`src/rtl/ipi_pkg.sv`:
```
package ipi_pkg;

  localparam int WORD_W    = 32;
  localparam int FIELD_W   = 14;
  localparam int PAYLOAD_W = 16;

  // command word layout (bit 31 down to bit 0)
  typedef struct packed {
    logic                 ack;      // bit 31
    logic                 gen;      // bit 30
    logic [FIELD_W-1:0]   dst;      // bits 29:16
    logic [PAYLOAD_W-1:0] payload;  // bits 15:0
  } cmd_word_t;

  function automatic logic [WORD_W-1:0] pack_status(
    input logic                 pend,
    input logic [FIELD_W-1:0]   src,
    input logic [PAYLOAD_W-1:0] data
  );
    return {1'b0, pend, src, data};
  endfunction

endpackage

```
`src/rtl/ipi_addr_dec.sv`:
```
module ipi_addr_dec #(
  parameter int NCORES = 4,
  parameter int ADDR_W = 8,
  parameter int IDXW   = 2
) (
  input  logic [ADDR_W-1:0] addr,
  output logic              hit,
  output logic              is_stat,
  output logic [IDXW-1:0]   idx
);
  localparam int SLOT_W = ADDR_W - 3;

  logic [SLOT_W-1:0] slot;
  logic              unused_lo;

  assign slot      = addr[ADDR_W-1:3];
  assign hit       = (int'(slot) < NCORES);
  assign is_stat   = addr[2];
  assign idx       = slot[IDXW-1:0];
  assign unused_lo = ^addr[1:0];

endmodule

```
`src/rtl/ipi_cmd.sv`:
```
module ipi_cmd
  import ipi_pkg::*;
#(
  parameter int NCORES = 4,
  parameter int IDXW   = 2
) (
  input  logic                 wr,
  input  logic                 hit,
  input  logic                 is_stat,
  input  logic [IDXW-1:0]      idx,
  input  logic [WORD_W-1:0]    wdata,
  output logic [NCORES-1:0]    gen_vec,
  output logic [NCORES-1:0]    ack_vec,
  output logic [IDXW-1:0]      src,
  output logic [PAYLOAD_W-1:0] payload
);
  cmd_word_t cw;
  logic      cmd_wr;

  assign cw      = cmd_word_t'(wdata);
  assign cmd_wr  = wr && hit && !is_stat;
  assign src     = idx;
  assign payload = cw.payload;

  for (genvar c = 0; c < NCORES; c++) begin : g_sel
    assign gen_vec[c] = cmd_wr && cw.gen && (cw.dst == FIELD_W'(c));
    assign ack_vec[c] = cmd_wr && cw.ack && (idx == IDXW'(c));
  end

endmodule

```
`src/rtl/ipi_slot.sv`:
```
module ipi_slot
  import ipi_pkg::*;
#(
  parameter int IDXW = 2
) (
  input  logic                 clk,
  input  logic                 rst,
  input  logic                 gen_i,
  input  logic                 ack_i,
  input  logic [IDXW-1:0]      src_i,
  input  logic [PAYLOAD_W-1:0] payload_i,
  output logic                 pend_o,
  output logic [IDXW-1:0]      src_o,
  output logic [PAYLOAD_W-1:0] data_o
);
  logic                 pend_q;
  logic [IDXW-1:0]      src_q;
  logic [PAYLOAD_W-1:0] data_q;

  // generate takes priority over acknowledge in the same cycle
  always_ff @(posedge clk) begin
    if (rst) begin
      pend_q <= 1'b0;
      src_q  <= '0;
      data_q <= '0;
    end else if (gen_i) begin
      pend_q <= 1'b1;
      src_q  <= src_i;
      data_q <= payload_i;
    end else if (ack_i) begin
      pend_q <= 1'b0;
    end
  end

  assign pend_o = pend_q;
  assign src_o  = src_q;
  assign data_o = data_q;

  AST_GEN_LATCH: assert property (@(posedge clk) disable iff (rst)
    gen_i |=> (pend_q && src_q == $past(src_i) && data_q == $past(payload_i)));
  AST_ACK_CLEAR: assert property (@(posedge clk) disable iff (rst)
    (ack_i && !gen_i) |=> !pend_q);
  AST_RISE_NEEDS_GEN: assert property (@(posedge clk) disable iff (rst)
    $rose(pend_q) |-> $past(gen_i));
  AST_IDLE_HOLD: assert property (@(posedge clk) disable iff (rst)
    (!gen_i && !ack_i) |=> (pend_q == $past(pend_q) && data_q == $past(data_q)));

endmodule

```
`src/rtl/ipi_rd_mux.sv`:
```
module ipi_rd_mux
  import ipi_pkg::*;
#(
  parameter int NCORES = 4,
  parameter int IDXW   = 2
) (
  input  logic                           clk,
  input  logic                           rst,
  input  logic                           rd,
  input  logic                           hit,
  input  logic                           is_stat,
  input  logic [IDXW-1:0]                idx,
  input  logic [NCORES-1:0][WORD_W-1:0]  stat_words,
  output logic [WORD_W-1:0]              rdata
);
  logic [WORD_W-1:0] rdata_q;

  always_ff @(posedge clk) begin
    if (rst) begin
      rdata_q <= '0;
    end else if (rd) begin
      if (hit && is_stat) rdata_q <= stat_words[idx];
      else                rdata_q <= '0;
    end
  end

  assign rdata = rdata_q;

  AST_RD_HOLD: assert property (@(posedge clk) disable iff (rst)
    !rd |=> $stable(rdata_q));
  AST_RSV_BIT: assert property (@(posedge clk) disable iff (rst)
    rd |=> !rdata_q[31]);

endmodule

```
`src/rtl/ipi_ctrl.sv`:
```
module ipi_ctrl
  import ipi_pkg::*;
#(
  parameter int NCORES = 4,
  parameter int ADDR_W = 8
) (
  input  logic                clk,
  input  logic                rst,
  input  logic [ADDR_W-1:0]   bus_addr,
  input  logic                bus_wr,
  input  logic [31:0]         bus_wdata,
  input  logic                bus_rd,
  output logic [31:0]         bus_rdata,
  output logic [NCORES-1:0]   irq_out
);
  localparam int IDXW = (NCORES > 1) ? $clog2(NCORES) : 1;

  logic                          hit, is_stat;
  logic [IDXW-1:0]               idx;
  logic [NCORES-1:0]             gen_vec, ack_vec, pend;
  logic [IDXW-1:0]               cmd_src;
  logic [PAYLOAD_W-1:0]          cmd_payload;
  logic [NCORES-1:0][WORD_W-1:0] stat_words;

  ipi_addr_dec #(.NCORES(NCORES), .ADDR_W(ADDR_W), .IDXW(IDXW)) u_dec (
    .addr(bus_addr), .hit(hit), .is_stat(is_stat), .idx(idx)
  );

  ipi_cmd #(.NCORES(NCORES), .IDXW(IDXW)) u_cmd (
    .wr(bus_wr), .hit(hit), .is_stat(is_stat), .idx(idx), .wdata(bus_wdata),
    .gen_vec(gen_vec), .ack_vec(ack_vec), .src(cmd_src), .payload(cmd_payload)
  );

  for (genvar c = 0; c < NCORES; c++) begin : g_slot
    logic [IDXW-1:0]      s_src;
    logic [PAYLOAD_W-1:0] s_data;

    ipi_slot #(.IDXW(IDXW)) u_slot (
      .clk(clk), .rst(rst), .gen_i(gen_vec[c]), .ack_i(ack_vec[c]),
      .src_i(cmd_src), .payload_i(cmd_payload),
      .pend_o(pend[c]), .src_o(s_src), .data_o(s_data)
    );

    assign stat_words[c] = pack_status(pend[c], FIELD_W'(s_src), s_data);
  end

  ipi_rd_mux #(.NCORES(NCORES), .IDXW(IDXW)) u_rd (
    .clk(clk), .rst(rst), .rd(bus_rd), .hit(hit), .is_stat(is_stat),
    .idx(idx), .stat_words(stat_words), .rdata(bus_rdata)
  );

  assign irq_out = pend;

  AST_BAD_DST_NOP: assert property (@(posedge clk) disable iff (rst)
    (bus_wr && hit && !is_stat && bus_wdata[30] && !bus_wdata[31] &&
     int'(bus_wdata[29:16]) >= NCORES) |=> (irq_out == $past(irq_out)));
  AST_OUTSIDE_NOP: assert property (@(posedge clk) disable iff (rst)
    (bus_wr && !hit) |=> (irq_out == $past(irq_out)));

endmodule

```
`config.mk`:
```
export PLATFORM = sky130hd
export DESIGN_NAME = ipi_ctrl
export DESIGN_NICKNAME = d
export VERILOG_FILES = /design/src/rtl/ipi_pkg.sv /design/src/rtl/ipi_addr_dec.sv /design/src/rtl/ipi_cmd.sv /design/src/rtl/ipi_slot.sv /design/src/rtl/ipi_rd_mux.sv /design/src/rtl/ipi_ctrl.sv
export SDC_FILE = /design/constraint.sdc
export NUM_CORES = 1
export LEC_CHECK = 0
export BUFFER_PORTS_ARGS = -buffer_cell sky130_fd_sc_hd__buf_4
export CAP_MARGIN = 25
export CORE_MARGIN = 5
export CORE_UTILIZATION = 62
export CTS_BUF_LIST = sky130_fd_sc_hd__clkbuf_8
export CTS_CLUSTER_SIZE = 12
export DETAILED_ROUTE_END_ITERATION = 12
export MAX_ROUTING_LAYER = met4
export PLACE_DENSITY_LB_ADDON = 0.3
export SYNTH_ARGS = -nofsm -noshare
export SYNTH_HDL_FRONTEND = slang
export SYNTH_SLANG_ARGS = --single-unit
```
`constraint.sdc`:
```
create_clock -name clk -period 3.1 [get_ports clk]
set_clock_uncertainty 0.15 [all_clocks]
set_input_delay 0.31 -clock clk [delete_from_list [all_inputs] [get_ports clk]]
set_output_delay 0.31 -clock clk [all_outputs]
set_load 0.02 [all_outputs]
```
==> results of run 1 <==
[logic make-up after synthesis]
| kind of cell | count (synthesis) | share of synthesized area, % |
|---|---|---|
| AO/OA/AOI/OAI | 27 | 3.21 |
| other | 1 | 0.0858 |
| multiplexers | 91 | 26.3 |
| buffers and inverters | 49 | 6.93 |
| AND/OR/NAND/NOR | 144 | 20.0 |
| flip-flops | 95 | 43.5 |
[report_power, final]
group	leakage (nW)	switching (mW)	internal (mW)
logic	1.39	0.0754	0.0656
clock network	0.122	0.405	0.525
registers	0.765	0.000000620	1.22
total	2.27	0.480	1.81
[through the flow]
stage | hold WS, ns | std cells
detailed placement | 0.314 | 536
global placement | 0.307 | 536
CTS | 0.141 | 551
finish | 0.142 | 551
global route | 0.156 | 551
floorplan | 0.296 | 419
[cell type report]
cell class	count	area, sq um
timing repair buffer	69	518
clock buffer	9	124
fill	507	1850
inverter	1	3.75
clock inverter	6	103
multi-input combinational	275	2210
sequential	95	1900
tap	96	120
[worst min path at each step]
stage,start,to,slack [ns]
after floorplan,g_slot[3].u_slot.data_o[0],g_slot[3].u_slot.data_o[0],0.30
after global placement,g_slot[3].u_slot.data_o[2],g_slot[3].u_slot.data_o[2],0.31
after detailed placement,g_slot[3].u_slot.data_o[6],g_slot[3].u_slot.data_o[6],0.31
after CTS,bus_wdata[7],g_slot[2].u_slot.data_o[7],0.14
after global routing,bus_wdata[8],g_slot[1].u_slot.data_o[8],0.16
final,bus_wdata[7],g_slot[2].u_slot.data_o[7],0.14
[routing by layer]
metal	share of wire (%)	global-route usage, %
met5	0	-
met3	6.7	3.69
met1	42	25.6
met4	0.87	7.22
met2	50	35.1
[worst max-delay path: stages]
cell and delay, ns:
sky130_fd_sc_hd__buf_4 0.10, sky130_fd_sc_hd__or4_1 0.57, sky130_fd_sc_hd__nor2_4 0.15, sky130_fd_sc_hd__nand3_1 0.32
sky130_fd_sc_hd__buf_4 0.36, sky130_fd_sc_hd__mux2i_1 0.16
[flip-flops by register name, summed over array words and instances (netlist names)]
name and count:
g_slot.u_slot.src_o 8, g_slot.u_slot.data_o 64, g_slot.u_slot.pend_o 4, u_rd.rdata 19
[cells in the final DEF, fill, tap and decap left out]
master | synthesis | routed
sky130_fd_sc_hd__a21oi_1 | 23 | 23
sky130_fd_sc_hd__and3_1 | 1 | 1
sky130_fd_sc_hd__and4_1 | 2 | 2
sky130_fd_sc_hd__buf_4 | 19 | 69
sky130_fd_sc_hd__bufinv_16 | 0 | 3
sky130_fd_sc_hd__clkbuf_8 | 0 | 9
sky130_fd_sc_hd__clkinv_2 | 0 | 1
sky130_fd_sc_hd__conb_1 | 1 | 13
sky130_fd_sc_hd__dfxtp_1 | 95 | 95
sky130_fd_sc_hd__inv_1 | 1 | 3
sky130_fd_sc_hd__mux2i_1 | 72 | 72
sky130_fd_sc_hd__mux4_2 | 19 | 19
sky130_fd_sc_hd__nand2b_1 | 90 | 90
sky130_fd_sc_hd__nand3_1 | 2 | 2
sky130_fd_sc_hd__nand4_1 | 2 | 2
sky130_fd_sc_hd__nand4b_1 | 2 | 2
sky130_fd_sc_hd__nor2_1 | 20 | 20
sky130_fd_sc_hd__nor2_4 | 1 | 1
sky130_fd_sc_hd__nor2b_1 | 20 | 20
sky130_fd_sc_hd__nor3_2 | 1 | 1
sky130_fd_sc_hd__nor4_1 | 1 | 1
sky130_fd_sc_hd__o21ai_0 | 2 | 2
sky130_fd_sc_hd__o31ai_1 | 2 | 2
sky130_fd_sc_hd__or4_1 | 1 | 1
sky130_fd_sc_hd__or4_4 | 1 | 1
==> out/summary.log, run 1 <==
INFO  run_status     run_status=finished clean
INFO  synthesis      synth_edf_count=0
INFO  clocking       ctsResizeCount=0
INFO  setup_path     rr_startpoint=g_slot[3].u_slot.data_o[0]
INFO  die            floorplan.rows=30
INFO  synthesis      synth_most_common_cell=sky130_fd_sc_hd__dfxtp_1
INFO  synthesis      synth_warnings=0
INFO  route          drtPass1Iterations=4
INFO  setup_path     critPathRequiredTime=3.18ns
INFO  job            maxCapViolations=0
INFO  synthesis      synth.area.top_cells=sky130_fd_sc_hd__dfxtp_1, sky130_fd_sc_hd__mux2i_1, sky130_fd_sc_hd__nand2b_1, sky130_fd_sc_hd__mux4_2, sky130_fd_sc_hd__buf_4
INFO  die            die_h=94.0microns
INFO  synthesis      post_synth.cell_area_avg=10.7squm
INFO  global_routing gr-total-overflow=0
INFO  sta            finalMaxSlewViolations=0
INFO  clocking       post_cts_setup_repair_buffer_count=0
INFO  route          routed_via_density=5.39
INFO  sta            unrepaired_setup_endpoints_after_global_routing=no
INFO  clocking       clock_insertion_delay_worst_skew=0.35ns
INFO  setup_path     worst_r2r_endpoint=u_rd.rdata[0]
INFO  setup_path     worst-setup-path-type=primary input to flop
INFO  placed_design  placement.setup.worst_slack=0.854ns
INFO  route          routed-via-count=2968
INFO  synthesis      ys_async_sr_fraction=0%
INFO  synthesis      synth.cell_area=4370squm
INFO  worst_hold_path hold_depth=3
INFO  clocking       clock_tree.root_cell=sky130_fd_sc_hd__clkbuf_8
INFO  die            die_width=94.0microns
INFO  setup_path     worst-r2r-cell-count=3
INFO  layout         diodes=0
INFO  sta            timing.setup.tns=0ns
INFO  setup_path     setup.worst_path.start=bus_wdata[19]
INFO  clocking       htree_levels=3
INFO  setup_path     critical_path.endpoint_type=flop
INFO  clocking       cts.clk_slew.worst_paths=0.09ns
INFO  placed_design  numPortBuffers=64
INFO  route          detail_route.wl_per_cell=16.1microns
INFO  setup_path     reg2reg_slack=1.79ns
INFO  layout         finalCoreUtilization=72.9%
INFO  layout         syn2layout_area_growth=14.0%
INFO  global_routing grt_antenna_before_repair=0
INFO  clocking       hold_buffers=0
INFO  synthesis      synthDistinctLibCells=26
INFO  synthesis      top_cell_type_s_share_of_synthesized_area=43.5%
INFO  power_and_ir_drop power-per-cell-area=460nW/um^2
INFO  sta            max-slew-margin-rel=43.1%
INFO  power_and_ir_drop static-leakage-power=2.27nW
INFO  clocking       clkSinkCount=95
INFO  placed_design  placed_cell_area=4750squm
INFO  global_routing grt_usage=21.0%
INFO  die            die-area=8830squm
INFO  global_routing first_global_vias=2985
INFO  die            start_util=64.0%
INFO  clocking       cts_tree=built
INFO  layout         fin_area=4980squm
INFO  setup_path     path_max_fanout=14
INFO  die            design.core.area=6830squm
INFO  clocking       maximum_clock_path_buffer_count=2
INFO  power_and_ir_drop total_power=2.29mW
INFO  setup_path     setup.worst_path.start_class=primary input
INFO  sta            achievable-frequency=528MHz
INFO  power_and_ir_drop vdd.ir_drop.worst=270uV
INFO  global_routing grt_start_max_net_pins=114
INFO  placed_design  gp_congestion=0.751
INFO  route          postRouteWirelength=8.86mm
INFO  synthesis      synthesis.instances=407
INFO  route          drc=0
INFO  layout         final_layout_size_suffix_gt1_share=22.9%
INFO  synthesis      post-synth-top-area-cell=sky130_fd_sc_hd__dfxtp_1
INFO  die            number_of_ports_placed_on_the_die_boundary=80
INFO  synthesis      synth.ff_latch_count=95
INFO  synthesis      yosys-top-cells-count=sky130_fd_sc_hd__dfxtp_1, sky130_fd_sc_hd__nand2b_1, sky130_fd_sc_hd__mux2i_1
INFO  synthesis      synth-main-ff-cell=sky130_fd_sc_hd__dfxtp_1
INFO  sta            final_min_period_over_clock_period=61.1%
INFO  global_routing grt_pass1_wl=14.2mm
INFO  setup_path     critPathCapture=g_slot[0].u_slot.data_o[9]
INFO  sta            worst_slack=1.21ns
INFO  layout         num-nets-final=495
INFO  sta            timing.final.setup_violations=0
INFO  placed_design  hpwl=5.79mm
INFO  route          drt.antenna.violating_nets=0
INFO  route          detailedRoute.firstIterationViolations=137
INFO  sta            finalWorstPathRequiredPeriod=1.89ns
INFO  sta            hold_viol_final=0
INFO  worst_hold_path worst_hold_path_type=primary input to flop
INFO  sta            worstMarginPinSlew=0.854ns
INFO  synthesis      synth.yosys.seq_area_share=43.5%
INFO  setup_path     crit_arrival=1.98ns
INFO  clocking       numCtsBuffers=9
Power figures use the tool's default switching activity.
==> inputs of run 2 (changes only) <==
--- a/config.mk
+++ b/config.mk
@@ -8,7 +8,7 @@
 export BUFFER_PORTS_ARGS = -buffer_cell sky130_fd_sc_hd__buf_4
 export CAP_MARGIN = 25
 export CORE_MARGIN = 5
-export CORE_UTILIZATION = 62
+export CORE_UTILIZATION = 52
 export CTS_BUF_LIST = sky130_fd_sc_hd__clkbuf_8
 export CTS_CLUSTER_SIZE = 12
 export DETAILED_ROUTE_END_ITERATION = 12
==> constraint.sdc (replaced) <==
create_clock -name clk -period 1.65 [get_ports clk]
set_clock_uncertainty 0.15 [all_clocks]
set_input_delay 0.165 -clock clk [delete_from_list [all_inputs] [get_ports clk]]
set_output_delay 0.165 -clock clk [all_outputs]
set_load 0.02 [all_outputs]
==> out/summary.log, run 2 (synthesis gave the netlist of run 1 again) <==
INFO  setup_path     worst-path-stages=6
INFO  die            floorplan.rows=33
INFO  worst_hold_path worst_hold_path_type=primary input to flop
INFO  route          routed-via-count=3005
INFO  route          detail_route.wl_per_cell=15.5microns
INFO  clocking       ctsResizeCount=0
INFO  power_and_ir_drop power-per-cell-area=777nW/um^2
INFO  sta            finalWorstPathRequiredPeriod=1.51ns
INFO  power_and_ir_drop total_power=4.00mW
INFO  sta            unrepaired_setup_endpoints_after_global_routing=no
INFO  setup_path     critPathTopFamily=simple AND/OR/NAND/NOR gates
INFO  sta            hold_viol_final=0
INFO  setup_path     path_max_fanout=13
INFO  layout         diodes=0
INFO  run_status     run_status=finished clean
INFO  clocking       cts.clk_slew.worst_paths=0.10ns
INFO  job            maxCapViolations=0
INFO  placed_design  placed_cell_area=4920squm
INFO  die            number_of_ports_placed_on_the_die_boundary=80
INFO  placed_design  placed_cells_incl_taps=555
INFO  layout         finish.cell_count_without_fillers=575
INFO  clocking       maximum_clock_path_buffer_count=2
INFO  route          drt.antenna.violating_nets=0
INFO  setup_path     worst-setup-path-type=primary input to flop
INFO  route          postRouteWirelength=8.93mm
INFO  setup_path     worst-r2r-cell-count=3
INFO  global_routing grt_usage=18.4%
INFO  die            die-area=10300squm
INFO  clocking       clkSinkCount=95
INFO  sta            achievable-frequency=664MHz
INFO  placed_design  gp_congestion=0.718
INFO  layout         layout_commonest_cell=sky130_fd_sc_hd__dfxtp_1
INFO  clocking       numCtsBuffers=9
INFO  layout         fillers=700
INFO  layout         most-common-layout-cells=sky130_fd_sc_hd__dfxtp_1, sky130_fd_sc_hd__nand2b_1, sky130_fd_sc_hd__buf_4
INFO  setup_path     timing.critical_path.slowest_cell_delay=0.54ns
INFO  layout         num-nets-final=509
INFO  die            die_h=102microns
INFO  global_routing grt_antenna_before_repair=0
INFO  layout         syn2layout_area_growth=17.7%
INFO  layout         finalCoreUtilization=62.6%
INFO  placed_design  numPortBuffers=64
INFO  clocking       htree_levels=3
INFO  route          detailedRoute.firstIterationViolations=103
INFO  power_and_ir_drop static-leakage-power=2.33nW
INFO  clocking       clock_insertion_delay_worst_skew=0.35ns
INFO  placed_design  hpwl=6.04mm
INFO  layout         largest_register_ff_count=64
INFO  global_routing first_global_vias=3010
INFO  clocking       cts_tree=built
INFO  die            design.core.area=8220squm
INFO  setup_path     critical_path.endpoint_type=flop
INFO  die            die_width=102microns
INFO  sta            worst_slack=0.143ns
INFO  setup_path     critical_path.slowest_cell=sky130_fd_sc_hd__or4_4
INFO  setup_path     critPathRequiredTime=1.77ns
INFO  route          routed_via_density=5.23
INFO  sta            finalMaxSlewViolations=0
INFO  worst_hold_path hold_depth=3
INFO  global_routing gr-total-overflow=0
INFO  power_and_ir_drop vdd.ir_drop.worst=375uV
INFO  placed_design  placement.setup.worst_slack=-0.186ns
INFO  global_routing grt_start_max_net_pins=63
INFO  global_routing grt_pass1_wl=14.5mm
INFO  die            start_util=53.2%
INFO  sta            timing.final.setup_violations=0
INFO  route          drc=0
INFO  layout         fin_area=5140squm
INFO  setup_path     crit_arrival=1.63ns
INFO  sta            final_min_period_over_clock_period=91.3%
INFO  setup_path     setup.worst_path.start_class=primary input
INFO  route          drtPass1Iterations=4
INFO  clocking       clock_tree.root_cell=sky130_fd_sc_hd__clkbuf_8
INFO  setup_path     timing.critical_path.cells=buf_4 -> or4_4 -> nor2_4 -> and4_1 -> buf_12 -> mux2i_1
INFO  layout         final_layout_size_suffix_gt1_share=25.1%
INFO  setup_path     cp_num_buf_inv=2
-- run 2: cell count changes in the layout (fill, tap and decap cells not counted), sizes merged --
cell | previous run | this run
bufinv | 3 | 0
clkinv | 1 | 2
inv | 3 | 2
clkbuf | 9 | 10
buf | 69 | 79
dlygate4sd3 | 0 | 4
clkinvlp | 0 | 3
-- run 2: final cells by class --
type                       count  area (sq um)  area share (%)
timing repair buffer          83           708            13.8
tap                          105           131            2.55
clock inverter                 6          45.0           0.876
clock buffer                  10           138            2.68
sequential                    95          1900            37.0
multi-input combinational    275          2210            43.1
inverter                       1          3.75          0.0730
-- run 2: repair_timing --
action | in CTS | in global routing
setup endpoints to repair | 0 | 0
hold endpoints to repair | 7 | 0
hold buffers | 4 | 0
setup buffers | 0 | 0
-- run 2: worst paths after layout --
path                            slack [ns]                       start                     endpoint
worst min register to register        0.32  g_slot[3].u_slot.data_o[3]   g_slot[3].u_slot.data_o[3]
worst min-delay path                 0.004               bus_wdata[14]  g_slot[0].u_slot.data_o[14]
worst max-delay path                  0.14               bus_wdata[19]  g_slot[3].u_slot.data_o[10]
worst max register to register        0.37     g_slot[1].u_slot.pend_o               u_rd.rdata[30]
-- run 2: metrics by stage --
stage	TNS [ns]	hold WS, ns
floorplan	-0.143	0.235
global placement	-7.13	0.304
detailed placement	-8.02	0.311
CTS	0	0.000700
global route	0	0.00511
finish	0	0.00427
-- run 2: report_power, final --
part,internal (mW),total [mW],switching (mW)
registers,2.29,2.29,0.00000112
logic,0.147,0.295,0.149
clock network,0.594,1.41,0.815
total,3.03,4.00,0.964
-- run 2: worst register-to-register path: stages (launching register included) --
cell and delay [ns]:
sky130_fd_sc_hd__dfxtp_1 0.34, sky130_fd_sc_hd__mux4_2 0.48, sky130_fd_sc_hd__a21oi_1 0.17, sky130_fd_sc_hd__nor2_1 0.05
-- run 2: routing by layer --
metal	GRT usage, %	wire length (microns)	vias up
met4	6.13	137	0
met2	30.2	4310	69
met3	3.51	501	9
li1	-	-	1478
met1	22.9	3980	1449
met5	-	0	-
